## src/rtl/se_frame_pkg.sv

```systemverilog
package se_frame_pkg;

    typedef enum logic [2:0] {
        ST_IDLE,
        ST_RECV,
        ST_CHECK,
        ST_SEND,
        ST_STATUS
    } fc_state_t;

    localparam logic [7:0] STS_OK       = 8'h00;
    localparam logic [7:0] STS_BAD_CRC  = 8'h01;
    localparam logic [7:0] STS_BAD_ARG  = 8'h02;
    localparam logic [7:0] STS_UNSUP    = 8'h04;
    localparam logic [7:0] STS_TOO_LONG = 8'h06;
    localparam logic [7:0] STS_LOCKED   = 8'h0F;

    localparam logic [7:0] CMD_LOCKED   = 8'h13;
    localparam logic [7:0] CMD_XCHG     = 8'h18;
    localparam logic [7:0] XCHG_CONST   = 8'hFF;
    localparam int         XCHG_LEN     = 73;
    localparam int         MIN_LEN      = 3;

    localparam logic [15:0] CRC_POLY_R  = 16'h8408;
    localparam logic [15:0] CRC_SEED    = 16'hFFFF;

    // one reflected CRC-16 byte update, LSB first
    function automatic logic [15:0] crc_byte(input logic [15:0] c, input logic [7:0] d);
        logic [15:0] r;
        r = c ^ {8'h00, d};
        for (int b = 0; b < 8; b++) begin
            r = r[0] ? ((r >> 1) ^ CRC_POLY_R) : (r >> 1);
        end
        return r;
    endfunction

endpackage

```

## src/rtl/se_crc16.sv

```systemverilog
module se_crc16
    import se_frame_pkg::*;
(
    input  logic        clk,
    input  logic        rst_n,
    input  logic        clear,
    input  logic        en,
    input  logic [7:0]  data,
    output logic [15:0] crc_q
);
    always_ff @(posedge clk or negedge rst_n) begin
        if (!rst_n)      crc_q <= CRC_SEED;
        else if (clear)  crc_q <= CRC_SEED;
        else if (en)     crc_q <= crc_byte(crc_q, data);
    end
endmodule

```

## src/rtl/se_frame_buf.sv

```systemverilog
module se_frame_buf #(
    parameter int DEPTH = 80,
    parameter int AW    = 7
) (
    input  logic          clk,
    input  logic          wr_en,
    input  logic [AW-1:0] wr_addr,
    input  logic [7:0]    wr_data,
    input  logic [AW-1:0] rd_addr,
    output logic [7:0]    rd_data
);
    logic [7:0] mem [DEPTH];

    always_ff @(posedge clk) begin
        if (wr_en && (int'(wr_addr) < DEPTH)) mem[wr_addr] <= wr_data;
    end

    always_comb begin
        rd_data = 8'h00;
        if (int'(rd_addr) < DEPTH) rd_data = mem[rd_addr];
    end
endmodule

```

## src/rtl/se_cmd_decode.sv

```systemverilog
module se_cmd_decode
    import se_frame_pkg::*;
#(
    parameter int AW = 7
) (
    input  logic [7:0]    cmd_id,
    input  logic [7:0]    arg0,
    input  logic [AW-1:0] frame_len,
    output logic          supported,
    output logic          locked,
    output logic          args_ok
);
    always_comb begin
        case (cmd_id)
            8'h00, 8'h02, 8'h05, 8'h06, 8'h0D,
            8'h11, 8'h14, 8'h16, 8'h17, 8'h18: supported = 1'b1;
            default:                           supported = 1'b0;
        endcase
        locked  = (cmd_id == CMD_LOCKED);
        args_ok = (cmd_id != CMD_XCHG) ||
                  ((int'(frame_len) == XCHG_LEN) && (arg0 == XCHG_CONST));
    end
endmodule

```

## src/rtl/se_frame_check.sv

```systemverilog
module se_frame_check
    import se_frame_pkg::*;
#(
    parameter int BUF_DEPTH = 80
) (
    input  logic       clk,
    input  logic       rst_n,
    input  logic       rx_start,
    input  logic       rx_valid,
    input  logic [7:0] rx_data,
    input  logic       rx_stop,
    output logic       dsp_valid,
    output logic       dsp_first,
    output logic       dsp_last,
    output logic [7:0] dsp_cmd,
    output logic [7:0] dsp_data,
    output logic       sts_valid,
    output logic [7:0] sts_code
);
    localparam int AW = $clog2(BUF_DEPTH + 1);

    fc_state_t     state, state_nx;
    logic [AW-1:0] rx_cnt, send_idx, last_idx;
    logic          ovf;
    logic [7:0]    cmd_q, arg0_q, tail1, tail2, verdict_q, verdict_c;
    logic [15:0]   crc_q;
    logic          taking, restart, byte_in, crc_ok;
    logic          supported, locked, args_ok;
    logic [7:0]    rd_data;

    assign taking  = (state == ST_IDLE) || (state == ST_RECV);
    assign restart = taking && rx_start;
    assign byte_in = (state == ST_RECV) && !rx_start && rx_valid;
    assign crc_ok  = ({tail1, tail2} == ~crc_q);
    assign last_idx = rx_cnt - AW'(MIN_LEN);

    se_crc16 u_crc (
        .clk   (clk),
        .rst_n (rst_n),
        .clear (restart),
        .en    (byte_in && (rx_cnt >= AW'(2))),
        .data  (tail2),
        .crc_q (crc_q)
    );

    se_frame_buf #(.DEPTH(BUF_DEPTH), .AW(AW)) u_buf (
        .clk     (clk),
        .wr_en   (byte_in && (rx_cnt != AW'(BUF_DEPTH))),
        .wr_addr (rx_cnt),
        .wr_data (rx_data),
        .rd_addr (send_idx),
        .rd_data (rd_data)
    );

    se_cmd_decode #(.AW(AW)) u_dec (
        .cmd_id    (cmd_q),
        .arg0      (arg0_q),
        .frame_len (rx_cnt),
        .supported (supported),
        .locked    (locked),
        .args_ok   (args_ok)
    );

    // verdict in priority order
    always_comb begin
        if (ovf)                         verdict_c = STS_TOO_LONG;
        else if (rx_cnt < AW'(MIN_LEN))  verdict_c = STS_BAD_ARG;
        else if (!crc_ok)                verdict_c = STS_BAD_CRC;
        else if (locked)                 verdict_c = STS_LOCKED;
        else if (!supported)             verdict_c = STS_UNSUP;
        else if (!args_ok)               verdict_c = STS_BAD_ARG;
        else                             verdict_c = STS_OK;
    end

    // state register
    always_ff @(posedge clk or negedge rst_n) begin
        if (!rst_n) state <= ST_IDLE;
        else        state <= state_nx;
    end

    always_comb begin
        state_nx = state;
        unique case (state)
            ST_IDLE:   if (rx_start) state_nx = ST_RECV;
            ST_RECV:   if (rx_start)     state_nx = ST_RECV;
                       else if (rx_stop) state_nx = ST_CHECK;
            ST_CHECK:  if ((verdict_c == STS_OK) && (rx_cnt > AW'(MIN_LEN)))
                           state_nx = ST_SEND;
                       else
                           state_nx = ST_STATUS;
            ST_SEND:   if (send_idx == last_idx) state_nx = ST_STATUS;
            ST_STATUS: state_nx = ST_IDLE;
            default:   state_nx = ST_IDLE;
        endcase
    end

    // datapath
    always_ff @(posedge clk or negedge rst_n) begin
        if (!rst_n) begin
            rx_cnt    <= '0;
            ovf       <= 1'b0;
            cmd_q     <= 8'h00;
            arg0_q    <= 8'h00;
            tail1     <= 8'h00;
            tail2     <= 8'h00;
            verdict_q <= 8'h00;
            send_idx  <= '0;
        end else begin
            if (restart) begin
                rx_cnt <= '0;
                ovf    <= 1'b0;
            end else if (byte_in) begin
                tail1 <= rx_data;
                tail2 <= tail1;
                if (rx_cnt == AW'(BUF_DEPTH)) begin
                    ovf <= 1'b1;
                end else begin
                    rx_cnt <= rx_cnt + AW'(1);
                    if (rx_cnt == AW'(0)) cmd_q  <= rx_data;
                    if (rx_cnt == AW'(1)) arg0_q <= rx_data;
                end
            end
            if (state == ST_CHECK) begin
                verdict_q <= verdict_c;
                send_idx  <= AW'(1);
            end else if (state == ST_SEND) begin
                send_idx  <= send_idx + AW'(1);
            end
        end
    end

    // outputs
    always_comb begin
        dsp_valid = (state == ST_SEND);
        dsp_first = (state == ST_SEND) && (send_idx == AW'(1));
        dsp_last  = (state == ST_SEND) && (send_idx == last_idx);
        dsp_cmd   = cmd_q;
        dsp_data  = (state == ST_SEND) ? rd_data : 8'h00;
        sts_valid = (state == ST_STATUS);
        sts_code  = (state == ST_STATUS) ? verdict_q : 8'h00;
    end
endmodule

```

## config.mk

```make
export PLATFORM = sky130hd
export DESIGN_NAME = se_frame_check
export DESIGN_NICKNAME = d
export VERILOG_FILES = /design/src/rtl/se_frame_pkg.sv /design/src/rtl/se_crc16.sv /design/src/rtl/se_frame_buf.sv /design/src/rtl/se_cmd_decode.sv /design/src/rtl/se_frame_check.sv
export SDC_FILE = /design/constraint.sdc
export NUM_CORES = 1
export LEC_CHECK = 0
export BUFFER_PORTS_ARGS = -buffer_cell sky130_fd_sc_hd__buf_4
export CORE_MARGIN = 2
export CORE_UTILIZATION = 45
export CTS_CLUSTER_SIZE = 40
export DETAILED_ROUTE_END_ITERATION = 10
export PLACE_DENSITY_LB_ADDON = 0.05
export SYNTH_ARGS = -nofsm -noshare
export SYNTH_HDL_FRONTEND = slang
export SYNTH_SLANG_ARGS = --single-unit
```

## constraint.sdc

```tcl
create_clock -name clk -period 2.9 [get_ports clk]
set_clock_uncertainty 0.15 [all_clocks]
set_input_delay 0.29 -clock clk [delete_from_list [all_inputs] [get_ports clk]]
set_output_delay 0.29 -clock clk [all_outputs]
set_load 0.02 [all_outputs]
```

==> results_dict.tcl, run 1 <==
set metrics [dict create \
    synth_cell_type_count 64 \
    synthFlopType "edfxtp_1" \
    cts_tree "built" \
    slowest_stage "dfrtp_4" \
    yosys_warnings 0 \
    start_kind "flop" \
    synthArstFlopShare_pct 9.859 \
    diodes 0 \
    num_rows 92 \
    relSlewSlack_pct 28.30 \
    worst_path_most_repeated_cell "buf_6" \
    ys_ff_latch 710 \
    num_vias 15310 \
    synthTopCellsByArea "edfxtp_1 (67%), mux4_2 (11%), dfrtp_1 (4.7%)" \
    cp.required_ns 2.46 \
    cp_cell_sequence "buf_6 -> buf_6 -> buf_12 -> mux4_2 -> a22o_1 -> o41ai_2 -> a21oi_2 -> a21oi_4 -> nor3_4 -> buf_6" \
    die_w_um 257.1 \
    status "finished with violations" \
    yosys.area.top_type "edfxtp_1" \
    grt_max_degree 84 \
    slowest_delay_ns 0.51 \
    hp-class "primary input to flop" \
    failed_checks "setup timing" \
    clk_latency_ns 0.61 \
    yosysTopAreaCellShare_pct 66.69 \
    top_level_ports 41 \
    power.density_nw_per_um2 897.6 \
    synth.cell_area_um2 28820 \
    maxSlewViolCount 0 \
    coreArea_um2 63200 \
    firstDrtPassIters 5 \
    finalHoldViolCount 0 \
    cp-end-kind "output port" \
    track_usage_pct 22.54 \
    dp.cells 2580 \
    register_area_um2 21010 \
    finalSetupViolCount 9 \
    finalNetCount 1873 \
    grt_pass1_wl_mm 108.1 \
    place_area_um2 31540 \
    r2r-start "state[1]$_DFFE_PN0P_" \
    drt-total-wl_mm 73.17 \
    yosysMostFrequentCell "edfxtp_1" \
    arrival_ns 3.18 \
    place_hpwl_mm 45.37 \
    multi_input_area_um2 7771 \
    p_leak_nw 12.01 \
    cp_max_fo 6 \
    io_buffer_count 36 \
    post-route-util_pct 55.55 \
    n_fill_cell 4923 \
    maxCapViolCount 0 \
    cts.path.max_buffers 3 \
    postSynthCellCount 1554 \
    ctsRootBufferMaster "clkbuf_16" \
    total_power_w 0.03151 \
    worstMarginPinSlew_ns 1.076 \
    antenna_found_initial 0 \
    clock-sinks 710 \
    setup_ws_ns -0.7166 \
    period_share_pct 124.7 \
    synth_edf_count 640 \
    drt_iter0_markers 1137 \
    path_clk_slew_ns 0.06 \
    cp-startpoint "send_idx[0]$_DFFE_PN0P_" \
    syn_avg_cell_area_um2 18.54 \
    grt_pass1_vias 15830 \
    final_cell_area_um2 35110 \
    initial_core_util_pct 45.60 \
    die_h_um 257.1 \
    ir_worst_vdd_v 0.0005061 \
    critPathKind "flop to output port" \
    fmax_mhz 276.5 \
    post-route-min-period_ns 3.617 \
    route.detailed.drc 0 \
    holdPathStages 3 \
    grt_overflow_total 0 \
    globalplace.congestion 0.8113 \
    areaGrowthSynthToFinish_pct 21.83 \
    die-area_um2 66080 \
    htreeDepth 3 \
    layout.cells.non_filler 2752 \
    wl_per_cell_um 26.59 \
    ys_top_cells_by_count "edfxtp_1 (640), mux4_2 (136), nor2_1 (122), nand2_1 (84)" \
    postRouteAntennaNets 0 \
    vias_per_cell 5.562 \
    yosysSeqAreaShare_pct 72.84 \
    drive_above_1_share_pct 35.41 \
    rsz0062_at_grt "true" \
    cts_buffers 75 \
    min-delay-start "rx_data[5]" \
    r2r_cells 7 \
]
==> cell usage in the layout, fill, tap and decap left out, types with 16 or more instances in the layout <==
cell type  synthesis  final
mux2i_1           54     54
mux2_2            25     25
dfrtp_1           54     46
clkinv_1           1     16
nand2_1           84     80
buf_12             0     23
o21ai_0           20     16
mux4_2           136    138
dfstp_2           16     16
o22ai_1           30     23
buf_4             13    254
clkbuf_1          26     16
edfxtp_1         640    640
nor2_1           122    114
clkbuf_16          0     79
xnor2_1           33     32
==> kinds of logic after synthesis <==
logic type | share of synthesized area (%)
flops | 72.84
simple gates | 5.063
mux | 14.48
compound gates | 3.612
buf+inv | 2.219
xor+xnor | 1.337
fa+ha+maj | 0.4342
other cells | 0.01301
==> cell type report <==
| type | count | area share, % |
|---|---|---|
| flip-flops and latches | 710 | 59.83 |
| multi-input cells | 743 | 22.14 |
| repair buffers | 306 | 8.087 |
| clock buffers | 95 | 5.802 |
| well taps | 846 | 3.015 |
| clock inverters | 38 | 0.9801 |
| inverters | 14 | 0.1497 |
==> worst max-delay path: cells and delay by family (launching register included) <==
kind | cells | cell delay (ns)
AND/OR/NAND/NOR | 1 | 0.08
buffers and inverters | 4 | 0.56
AO/OA/AOI/OAI | 4 | 0.97
flip-flops | 1 | 0.51
multiplexers | 1 | 0.43
==> routing by layer <==
metal  routed length, um  track usage (%)
met3                3529            4.393
met2               35140            35.89
met1               32780            31.71
met4                1718            6.751
met5                   0                0
==> path summary, 6_finish.rpt <==
| check | end | slack [ns] |
|---|---|---|
| worst max-delay path | dsp_data[3] | -0.72 |
| worst min-delay path | tail1[5]$_DFFE_PN0P_ | 0.01 |
| worst max register to register | u_buf.mem[40][7]$_DFFE_PP_ | 0.20 |
| worst min register to register | verdict_q[3]$_DFFE_PN0N_ | 0.35 |
| max in group asynchronous | send_idx[0]$_DFFE_PN0P_ | 1.72 |
| min in group asynchronous | dsp_cmd[5]$_DFFE_PN0P_ | 0.21 |
==> through the flow <==
stage	worst slack, ns	TNS (ns)	hold slack (ns)
floorplan	0.1914	0	-0.1556
global route	-0.7409	-5.925	0.06167
finish	-0.7166	-5.513	0.01157
global placement	-0.4877	-2.723	0.3103
CTS	-0.7266	-5.653	0.005803
detailed placement	-0.4486	-2.707	0.3284
==> registers in the layout (all words and copies together), names as in the netlist <==
name         flops
rx_cnt           7
state            3
ovf              1
dsp_cmd          8
u_buf.mem      640
verdict_q        4
u_crc.crc_q     16
tail1            8
arg0_q           8
send_idx         7
tail2            8
==> report_power, final <==
part	leakage, nW	internal (W)	switching (W)
Sequential	6.59	0.0115	0.000364
Combinational	4.26	0.00514	0.00511
Clock	1.16	0.00550	0.00391
==> what timing repair did <==
item,4_1_cts,5_1_grt
hold buffers,5,0
gates cloned,6,0
endpoints found under the setup margin,9,9
setup buffers,25,10
resized for setup,127,26
endpoints found under the hold margin,59,0
pin swaps,30,17
(Power assumes the default switching activity.)
==> run 2: changes to the inputs <==
--- a/config.mk
+++ b/config.mk
@@ -6,11 +6,13 @@
 export NUM_CORES = 1
 export LEC_CHECK = 0
 export BUFFER_PORTS_ARGS = -buffer_cell sky130_fd_sc_hd__buf_4
+export CELL_PAD_IN_SITES_DETAIL_PLACEMENT = 0
+export CELL_PAD_IN_SITES_GLOBAL_PLACEMENT = 1
 export CORE_MARGIN = 2
 export CORE_UTILIZATION = 45
 export CTS_CLUSTER_SIZE = 40
 export DETAILED_ROUTE_END_ITERATION = 10
-export PLACE_DENSITY_LB_ADDON = 0.05
+export PLACE_DENSITY_LB_ADDON = 0.1
 export SYNTH_ARGS = -nofsm -noshare
 export SYNTH_HDL_FRONTEND = slang
 export SYNTH_SLANG_ARGS = --single-unit
==> run 2 against run 1 <==
Net effect:
- the flow still finishes with violations (setup timing)
- final area decreased by 0.55%
- sequential share of layout area rose by 0.32 points
- non-clock buffer count shrank 30
- critical endpoint is now dsp_data[4]
- largest power group unchanged
==> results_dict.tcl, run 2 (synthesis gave the netlist of run 1 again) <==
set metrics [dict create \
    fmax_mhz 271.3 \
    finalHoldViolCount 0 \
    total_power_w 0.03148 \
    num_vias 15360 \
    grt_max_degree 84 \
    power.density_nw_per_um2 901.7 \
    wl_per_cell_um 27.03 \
    place_hpwl_mm 44.87 \
    cts_tree "built" \
    path_clk_slew_ns 0.06 \
    failed_checks "setup timing" \
    route.detailed.drc 0 \
    post-route-min-period_ns 3.686 \
    globalplace.congestion 0.8067 \
    setup_ws_ns -0.7858 \
    grt_pass1_vias 15660 \
    top_level_ports 41 \
    p_leak_nw 11.82 \
    period_share_pct 127.1 \
    r2r_cells 10 \
    vias_per_cell 5.638 \
    track_usage_pct 22.66 \
    die-area_um2 66080 \
    status "finished with violations" \
    largest-register "u_buf.mem" \
    initial_core_util_pct 45.60 \
    cp.required_ns 2.46 \
    drt_iter0_markers 1219 \
    postRouteAntennaNets 0 \
    drt-total-wl_mm 73.64 \
    grt_overflow_total 0 \
    holdPathStages 3 \
    antenna_found_initial 0 \
    die_h_um 257.1 \
    mostFrequentLayoutCells "edfxtp_1 (640), buf_4 (225), mux4_2 (139), nor2_1 (112), nand2_1 (81)" \
    firstDrtPassIters 5 \
    maxCapViolCount 0 \
    die_w_um 257.1 \
    critPathKind "flop to output port" \
    cts.path.max_buffers 3 \
    reg_top3 "u_buf.mem (640), u_crc.crc_q (16)" \
    grt_pass1_wl_mm 108.5 \
    htreeDepth 3 \
    largest_reg_flops 640 \
    diodes 0 \
    relSlewSlack_pct 25.04 \
    start_kind "flop" \
    cp_max_fo 10 \
    finalNetCount 1842 \
    cp-end-kind "output port" \
    clock-sinks 710 \
    coreArea_um2 63200 \
    final_common_cell "edfxtp_1" \
    finalSetupViolCount 9 \
    arrival_ns 3.25 \
    clk_latency_ns 0.62 \
    rsz0062_at_grt "true" \
    post-route-util_pct 55.25 \
    ir_worst_vdd_v 0.0005367 \
    worstMarginPinSlew_ns 1.124 \
    cts_buffers 74 \
    num_rows 92 \
    areaGrowthSynthToFinish_pct 21.16 \
    hp-class "primary input to flop" \
    ctsRootBufferMaster "clkbuf_16" \
    hold_slack_ns 0.05870 \
    maxSlewViolCount 0 \
    drive_above_1_share_pct 35.34 \
    io_buffer_count 36 \
]
==> run 2: per-stage QoR <==
stage	setup WS (ns)	setup TNS, ns	cell area [um^2]	instances
final	-0.7858	-5.952	34920	2725
after global routing	-0.8481	-6.729	34920	2725
after CTS	-0.8284	-6.638	34710	2722
after detailed placement	-0.5894	-2.883	31360	2558
after global placement	-0.6756	-3.066	31360	2558
after floorplan	0.1914	0	28830	1557
==> run 2: area by class of cell <==
cell class              count  area, um^2
clock buffers              93        1966
clock inverters            43       395.4
fillers                  4887       28280
inverters                  14       52.55
multi-input cells         743        7823
flip-flops and latches    710       21000
well taps                 846        1059
repair buffers            276        2618
==> run 2: critical path: stages, from the launching register on <==
cell       delay, ns
dfrtp_4         0.53
buf_12          0.15
buf_4           0.14
buf_16          0.15
mux4_2          0.36
mux2i_2         0.11
a2111oi_2       0.39
buf_4           0.20
a21oi_1         0.07
buf_4           0.18
nor3_4          0.20
buf_6           0.15
==> run 2: path summary, 6_finish.rpt <==
check,start,slack (ns),to
min in group asynchronous,rst_n,0.13,verdict_q[0]$_DFFE_PN0N_
worst max register to register,send_idx[0]$_DFFE_PN0P_,0.43,state[0]$_DFFE_PN0P_
worst min register to register,verdict_q[3]$_DFFE_PN0N_,0.35,verdict_q[3]$_DFFE_PN0N_
max in group asynchronous,rst_n,1.70,u_crc.crc_q[10]$_DFFE_PN1P_
worst max-delay path,send_idx[0]$_DFFE_PN0P_,-0.79,dsp_data[4]
worst min-delay path,rx_data[7],0.06,tail1[7]$_DFFE_PN0P_
==> run 2: where the power goes <==
part | total, W | switching [W] | internal [W]
logic | 0.0104 | 0.00525 | 0.00512
clock network | 0.00926 | 0.00397 | 0.00529
registers | 0.0118 | 0.000356 | 0.0115
total | 0.0315 | 0.00958 | 0.0219
==> run 2: repair_timing <==
item | in CTS | in global routing
hold endpoints to repair | 48 | 0
setup endpoints to repair | 10 | 10
hold buffers | 4 | 0
buffers inserted | 20 | 6
cloned | 7 | 0
pin swaps | 21 | 17
gates resized for setup | 113 | 52
==> run 2: per-layer routing <==
metal | vias up | wire length (um) | GRT usage (%)
met5 | - | 0 | 0
met4 | 0 | 1574 | 6.040
met3 | 104 | 4273 | 4.147
met2 | 432 | 34720 | 35.32
met1 | 8087 | 33080 | 33.09
li1 | 6740 | - | -
==> run 3: changes to the inputs <==
--- a/config.mk
+++ b/config.mk
@@ -13,6 +13,7 @@
 export CTS_CLUSTER_SIZE = 40
 export DETAILED_ROUTE_END_ITERATION = 10
 export PLACE_DENSITY_LB_ADDON = 0.1
+export REMOVE_ABC_BUFFERS = 1
 export SYNTH_ARGS = -nofsm -noshare
 export SYNTH_HDL_FRONTEND = slang
 export SYNTH_SLANG_ARGS = --single-unit
==> run 3 against run 2 <==
Net effect:
- first-iteration DRC count rose by 10%
- power up 1.0%
- non-clock buffer count is 22 higher
- final area up 0.98%
- critical endpoint is now dsp_data[6]
- maximum frequency grew 1.2%
- the run still ends with setup timing left
- register-to-register slack got worse by 0.22 ns
- combinational power barely moved
==> results_dict.tcl, run 3 (synthesis gave the netlist of run 1 again) <==
set metrics [dict create \
    setup_ws_ns -0.7416 \
    coreArea_um2 63200 \
    vias_per_cell 5.660 \
    route.detailed.drc 0 \
    multi_input_area_um2 7941 \
    cts.path.max_buffers 3 \
    antenna_found_initial 0 \
    drt-total-wl_mm 72.89 \
    cp_max_fo 5 \
    grt_overflow_total 0 \
    finalNetCount 1865 \
    cp.required_ns 2.46 \
    cp-startpoint "send_idx[0]$_DFFE_PN0P_" \
    path_clk_slew_ns 0.06 \
    drive_above_1_share_pct 36.49 \
    track_usage_pct 22.07 \
    areaGrowthSynthToFinish_pct 22.35 \
    diodes 0 \
    fin_setup_tns_ns -5.439 \
    maxSlewViolCount 0 \
    r2r_cells 6 \
    min-delay-start "rx_data[1]" \
    grt_max_degree 84 \
    cts_tree "built" \
    io_buffer_count 36 \
    htreeDepth 3 \
    place_hpwl_mm 43.58 \
    cp-end-kind "output port" \
    relSlewSlack_pct 30.58 \
    maxCapViolCount 0 \
    cts_buffers 75 \
    mostFrequentLayoutCells "edfxtp_1 (640), buf_4 (241), mux4_2 (138), nor2_1 (109), nand2_1 (80)" \
    arrival_ns 3.20 \
    holdPathStages 3 \
    n_fill_cell 4962 \
    r2r-start "rx_cnt[4]$_DFFE_PN0P_" \
    reg_top3 "u_buf.mem (640), u_crc.crc_q (16)" \
    hp-class "primary input to flop" \
    post-route-min-period_ns 3.642 \
    critPathKind "flop to output port" \
    globalplace.congestion 0.8033 \
    fmax_mhz 274.6 \
    num_vias 15540 \
    dp_slack_ns -0.4124 \
    initial_core_util_pct 45.60 \
    power.density_nw_per_um2 902.2 \
    largest_reg_flops 640 \
    drt_iter0_markers 1346 \
    ctsRootBufferMaster "clkbuf_16" \
    finalSetupViolCount 9 \
    total_power_w 0.03181 \
    firstDrtPassIters 5 \
    ir_worst_vdd_v 0.0005206 \
    grt_pass1_vias 15520 \
    period_share_pct 125.6 \
    finalHoldViolCount 0 \
    register_area_um2 21010 \
    status "finished with violations" \
    die_h_um 257.1 \
    die-area_um2 66080 \
    top_level_ports 41 \
    hold_slack_ns 0.07229 \
    worstMarginPinSlew_ns 1.041 \
    wl_per_cell_um 26.55 \
    final_common_cell "edfxtp_1" \
    failed_checks "setup timing" \
    num_rows 92 \
    clk_latency_ns 0.62 \
    grt_pass1_wl_mm 105.8 \
    postRouteAntennaNets 0 \
    clock-sinks 710 \
    largest-register "u_buf.mem" \
    p_leak_nw 11.99 \
    rsz0062_at_grt "true" \
    start_kind "flop" \
    die_w_um 257.1 \
]
## run 3: cell types whose count changed in the layout (fill, tap and decap cells not counted), moves of 4 or more
cell and change:
nor3_2 +4, o22ai_1 -6, o22ai_2 +6, clkinvlp_4 -6, buf_6 +7, buf_4 +16
## run 3: final timing paths
path | endpoint | slack (ns)
worst min register to register | verdict_q[3]$_DFFE_PN0N_ | 0.35
min in group asynchronous | verdict_q[0]$_DFFE_PN0N_ | 0.20
worst max-delay path | dsp_data[6] | -0.74
max in group asynchronous | send_idx[1]$_DFFE_PN0P_ | 1.67
worst max register to register | u_buf.mem[19][7]$_DFFE_PP_ | 0.21
worst min-delay path | tail1[1]$_DFFE_PN0P_ | 0.07
## run 3: final cells by class
cell class                      instances  area share [%]
Inverter                               14          0.1490
Sequential cell                       710           59.58
Tap cell                              846           3.002
Clock buffer                           91           5.493
Multi-Input combinational cell        743           22.52
Timing Repair Buffer                  298           7.938
Clock inverter                         43           1.317
## run 3: routing by layer
layer	GRT usage, %	up-vias	wire length, um
met3	3.743	94	4029
met5	0	-	0
met1	31.97	8153	32610
met4	6.848	0	1625
met2	34.46	488	34620
li1	-	6802	-
## run 3: critical path, stage by stage, from the launching register on
cell	delay (ns)
dfrtp_4	0.52
buf_12	0.17
buf_16	0.14
buf_16	0.13
buf_4	0.13
mux4_2	0.33
mux2i_1	0.10
a2111oi_4	0.47
a32oi_4	0.12
nor3_2	0.26
buf_4	0.21
## run 3: what timing repair did
action | in CTS | in global routing
endpoints found under the hold margin | 56 | 0
pin swaps | 40 | 31
setup endpoints to repair | 9 | 14
cloned | 8 | 2
hold buffers | 4 | 0
gates resized for setup | 144 | 54
buffers inserted | 19 | 26
## run 3: stage by stage
stage	cell area, um^2	util, %	cells
2_1_floorplan	28240	-	1467
3_3_place_gp	31420	49.71	2567
3_5_place_dp	31420	49.71	2567
4_1_cts	34860	55.17	2721
5_1_grt	35260	55.79	2745
6_report	35260	55.79	2745
## run 3: report_power, final
part | leakage, nW | total [W] | switching [W] | internal (W)
clock network | 1.17 | 0.00942 | 0.00399 | 0.00543
logic | 4.22 | 0.0105 | 0.00527 | 0.00525
registers | 6.59 | 0.0119 | 0.000376 | 0.0115
total | 12.0 | 0.0318 | 0.00964 | 0.0222
